[src/rtl/chop_pkg.sv]
package chop_pkg;
    typedef enum logic [1:0] {
        ST_IDLE = 2'd0,
        ST_DEAD = 2'd1,
        ST_ON   = 2'd2,
        ST_OFF  = 2'd3
    } chop_state_t;
endpackage

[src/rtl/chop_timer.sv]
module chop_timer #(
    parameter int W = 8
) (
    input  logic         clk,
    input  logic         rst_n,
    input  logic         load,
    input  logic [W-1:0] load_val,
    output logic         expired
);
    logic [W-1:0] cnt;

    always_ff @(posedge clk or negedge rst_n) begin
        if (!rst_n)
            cnt <= '0;
        else if (load)
            cnt <= load_val;
        else if (cnt != '0)
            cnt <= cnt - 1'b1;
    end

    assign expired = (cnt == '0);
endmodule

[src/rtl/chop_gate_map.sv]
module chop_gate_map (
    input  logic drive_src,
    input  logic drive_snk,
    input  logic dir,
    output logic hs_a,
    output logic ls_a,
    output logic hs_b,
    output logic ls_b
);
    always_comb begin
        hs_a = drive_src && dir;
        ls_b = drive_snk && dir;
        hs_b = drive_src && !dir;
        ls_a = drive_snk && !dir;
    end
endmodule

[src/rtl/trip_chopper.sv]
module trip_chopper
    import chop_pkg::*;
#(
    parameter int BLANK_CYC    = 125,
    parameter int OFF_CYC      = 3750,
    parameter int OFF_CYC_FAST = 1013,
    parameter bit FAST_OFF     = 1'b0
) (
    input  logic       clk,
    input  logic       rst_n,
    input  logic       dir_i,
    input  logic [1:0] level_i,
    input  logic       trip_i,
    input  logic       fault_i,
    input  logic       uvlo_i,
    input  logic       sleep_n_i,
    output logic       hs_a_o,
    output logic       ls_a_o,
    output logic       hs_b_o,
    output logic       ls_b_o,
    output logic [1:0] dac_sel_o,
    output logic       fault_n_o
);
    localparam int OFF_EFF = FAST_OFF ? OFF_CYC_FAST : OFF_CYC;
    localparam int TMAX    = (BLANK_CYC > OFF_EFF) ? BLANK_CYC : OFF_EFF;
    localparam int TW      = $clog2(TMAX + 1);
    localparam logic [TW-1:0] BLANK_LD = TW'(BLANK_CYC);
    localparam logic [TW-1:0] OFF_LD   = TW'(OFF_EFF - 1);

    chop_state_t state, nxt;
    logic        dir_q;
    logic        inhibit;
    logic        blank_done, off_done;
    logic        blank_load, off_load;
    logic        drive_src, drive_snk;

    assign inhibit = fault_i || uvlo_i || !sleep_n_i || (level_i == 2'b00);

    // state register
    always_ff @(posedge clk or negedge rst_n) begin
        if (!rst_n) begin
            state <= ST_IDLE;
            dir_q <= 1'b0;
        end else begin
            state <= nxt;
            if (state == ST_DEAD && nxt == ST_ON)
                dir_q <= dir_i;
        end
    end

    // next state
    always_comb begin
        nxt = state;
        unique case (state)
            ST_IDLE: if (!inhibit) nxt = ST_DEAD;
            ST_DEAD: nxt = inhibit ? ST_IDLE : ST_ON;
            ST_ON: begin
                if (inhibit)                  nxt = ST_IDLE;
                else if (dir_i != dir_q)      nxt = ST_DEAD;
                else if (trip_i && blank_done) nxt = ST_OFF;
            end
            ST_OFF: begin
                if (inhibit)             nxt = ST_IDLE;
                else if (dir_i != dir_q) nxt = ST_DEAD;
                else if (off_done)       nxt = ST_ON;
            end
        endcase
    end

    assign blank_load = (nxt == ST_ON)  && (state != ST_ON);
    assign off_load   = (nxt == ST_OFF) && (state != ST_OFF);

    chop_timer #(.W(TW)) u_blank (
        .clk(clk), .rst_n(rst_n), .load(blank_load),
        .load_val(BLANK_LD), .expired(blank_done)
    );

    chop_timer #(.W(TW)) u_off (
        .clk(clk), .rst_n(rst_n), .load(off_load),
        .load_val(OFF_LD), .expired(off_done)
    );

    // outputs
    always_comb begin
        drive_src = 1'b0;
        drive_snk = 1'b0;
        unique case (state)
            ST_IDLE, ST_DEAD: ;
            ST_ON:  begin drive_src = 1'b1; drive_snk = 1'b1; end
            ST_OFF: drive_snk = 1'b1;
        endcase
    end

    chop_gate_map u_map (
        .drive_src(drive_src), .drive_snk(drive_snk), .dir(dir_q),
        .hs_a(hs_a_o), .ls_a(ls_a_o), .hs_b(hs_b_o), .ls_b(ls_b_o)
    );

    always_ff @(posedge clk or negedge rst_n) begin
        if (!rst_n) begin
            dac_sel_o <= 2'b00;
            fault_n_o <= 1'b1;
        end else begin
            dac_sel_o <= level_i;
            fault_n_o <= !(fault_i || uvlo_i);
        end
    end
endmodule

[config.mk]
export PLATFORM = sky130hd
export DESIGN_NAME = trip_chopper
export DESIGN_NICKNAME = d
export VERILOG_FILES = /design/src/rtl/chop_pkg.sv /design/src/rtl/chop_timer.sv /design/src/rtl/chop_gate_map.sv /design/src/rtl/trip_chopper.sv
export SDC_FILE = /design/constraint.sdc
export NUM_CORES = 1
export LEC_CHECK = 0
export BUFFER_PORTS_ARGS = -buffer_cell sky130_fd_sc_hd__buf_2
export CORE_ASPECT_RATIO = 1.75
export CORE_MARGIN = 8
export CORE_UTILIZATION = 44
export DETAILED_ROUTE_END_ITERATION = 10
export PLACE_DENSITY = 0.68
export SYNTH_ARGS = -nofsm -noshare
export SYNTH_HDL_FRONTEND = slang
export SYNTH_SLANG_ARGS = --single-unit
[constraint.sdc]
create_clock -name clk -period 5.6 [get_ports clk]
set_input_delay 0.56 -clock clk [delete_from_list [all_inputs] [get_ports clk]]
set_output_delay 0.56 -clock clk [all_outputs]
set_load 0.03 [all_outputs]
==> metrics.cfg <==
[sta]
max_freq_ghz = 0.440
finalHoldViolations = 0
rsz0062_at_grt = false
min_period_ps = 2280
setup_viol = 0
worst_hold_slack_ps = 303
slew_headroom_pct = 20.7
drv_slew = 0
period_share_pct = 40.6
clock-skew-final_ps = 6.23
tightest_slew_ps = 1180
tns_ps = 0

[route]
firstDrtPassIters = 4
met3_wirelength_um = 96
avgViaCountPerCell = 5.64
drtAntennaViolNets = 0
highest_layer = met4
drc = 0
drt_iter0_markers = 63
route.met2.wl_um = 1950
wl_met1_um = 1340
wl_um = 3460
route.vias.total = 1302
routedWlPerCell_um = 15.0

[floorplan]
start_util_pct = 45.0
core_um2 = 3520
die_h_um = 95.3
dieArea_um2 = 5850
die_w_um = 61.3
num_rows = 29
io_pins = 16

[placed_design]
globalplace.congestion = 0.790
place_hpwl_um = 2610
portBuffers = 15

[final_layout]
nFillCells = 328
syn_to_final_growth_pct = 12.9
layout.nets = 196
antenna_cells = 0
drive_gt1_share_pct = 15.7
fin_util_pct = 50.8

[power_and_ir_drop]
vdd_drop_max_mv = 0.300
cellPowerDensity_nw_per_um2 = 348
p_leak_nw = 0.741
p_total_w = 0.000622

[logic_synthesis]
synth_seq_cells = 30
yosysMostFrequentCell = dfrtp_1
yosys.area_share.simple_pct = 30.8
synth-compound-area-share_pct = 12.9
netlist_top_cells_count = dfrtp_1 (29), nand2_1 (18), nor2_1 (16), nand3_1 (12), a21oi_1 (10)
synthCells = 165
synthXorXnorAreaFrac_pct = 2.21
ys_async_sr_fraction_pct = 100
yosysTopAreaCell = dfrtp_1
synth_top_family_by_area = simple AND/OR/NAND/NOR gates
ys_dominant_reg_cell = dfrtp_1
ys_types = 37
synth_top_area_share_pct = 45.8
synth_nets = 177
synth_mux_area_share_pct = 1.34
synth_adder_area_share_pct = 2.37
ys_warn_count = 0
netlist_area_um2 = 1580
ys_seq_area_share_pct = 47.5
synth-edff-count = 0
synth_area_per_cell_um2 = 9.59
yosys-top-cells-area = dfrtp_1 (46%), nand2_1 (4.3%), nand3_1 (3.8%)

[clock_network]
cts_hold_buf = 0
cts-buffers-inserted = 5
cts_tree = yes
path_clk_slew_ps = 70
cts_buffer_depth = 2
cts_setup_buffers = 0
ctsResizeCount = 0
insertion_delay_ps = 280
cts_sinks = 30
h-tree-depth = 2
clk_root_buffer_cell = clkbuf_8

[job]
max_cap_viol_count = 0

[hold_path]
hp-class = primary input to async pin

[worst_setup_path]
critPathRequiredTime_ps = 5750
crit_arrival_ps = 2420
cp-start-kind = flop
crit_path_max_fanout = 8
critical_path_class = flop to flop
cp-end-kind = flop

[global_routing]
grt_usage_pct = 13.4
grt_pass1_vias = 1299
antenna_found_initial = 0
grt_max_degree = 31
grt_pass1_wl_um = 5860
globalRoute.totalOverflow = 0

[run_status]
outcome = finished, final reports clean

-- worst paths after layout --
check,end,slack [ps],startpoint,cells after the start
max,u_blank.cnt[1]$_DFFE_PN0P_,3320,u_off.cnt[0]$_DFFE_PN0P_,6
min,u_off.cnt[5]$_DFFE_PN0P_,300,rst_n,1
max reg2reg,u_blank.cnt[1]$_DFFE_PN0P_,3320,u_off.cnt[0]$_DFFE_PN0P_,6
min reg2reg,u_blank.cnt[11]$_DFFE_PN0P_,550,u_blank.cnt[11]$_DFFE_PN0P_,2
max in group asynchronous,dir_q$_DFFE_PN0P_,4860,rst_n,1
min in group clk,dac_sel_o[0]$_DFF_PN0_,400,level_i[0],1
-- cells by family after synthesis --
kind of cell	count (synthesis)
AOI/OAI and AO/OA	31
buffers and inverters	10
muxes	2
and+or+nand+nor	85
xor gates and xnor gates	4
DFF	30
adders and majority gates	3
-- final cells by class --
class | count | area (um^2) | area share, %
repair buffers | 15 | 75.1 | 4.20
well taps | 46 | 57.6 | 3.22
inverters | 7 | 26.3 | 1.47
clock buffers | 7 | 86.3 | 4.83
clock inverters | 1 | 5.00 | 0.280
flip-flops and latches | 30 | 752 | 42.1
multi-input cells | 125 | 785 | 43.9
-- layer usage --
metal  GRT usage (%)  up-vias
li1                -      644
met1            13.3      635
met2            23.9       17
met3            3.65        6
met4            7.46        0
met5               0        -
-- through the flow --
stage,setup slack (ps),instance area (um^2),std cells
global placement,3430,1700,223
detailed placement,3380,1700,223
CTS,3350,1790,231
floorplan,3770,1580,165
global route,3110,1790,231
finish,3320,1790,231
-- critical path, stage by stage (launching register included) --
cell and delay, ps:
dfrtp_1 400, inv_1 100, ha_1 190, nor3b_1 660, a41o_1 320, and3_1 370, a211oi_1 90
-- where the power goes --
group	leakage, nW	internal (W)	switching (W)
Combinational	0.352	0.0000628	0.0000690
Clock	0.0482	0.0000989	0.0000791
Sequential	0.341	0.000257	0.0000551
-- layout by cell type, fill, tap and decap left out, types with 2 or more instances in the layout --
cell and n:
a21oi_1 10, nand4b_1 3, and3_1 2, inv_1 7
nor2_1 16, a211oi_1 2, o31ai_1 4, buf_2 15
dfrtp_1 29, nand4_1 2, nor3_1 7, nor3b_1 3
clkbuf_8 6, or3b_2 2, nand2_1 18, or3_1 5
nand3_1 12, nor4_1 3, o21ai_0 5, xnor2_1 4
nand2b_1 4, ha_1 3, o211ai_1 4, a211o_1 3
nor4_4 2
-- registers in the layout, indices dropped and copies added (netlist names) --
name and cells:
u_blank.cnt 12, u_off.cnt 12, dac_sel_o 2, state 2, dir_q 1, fault_n_o 1
Note: power is estimated with default switching activity, not from simulation.
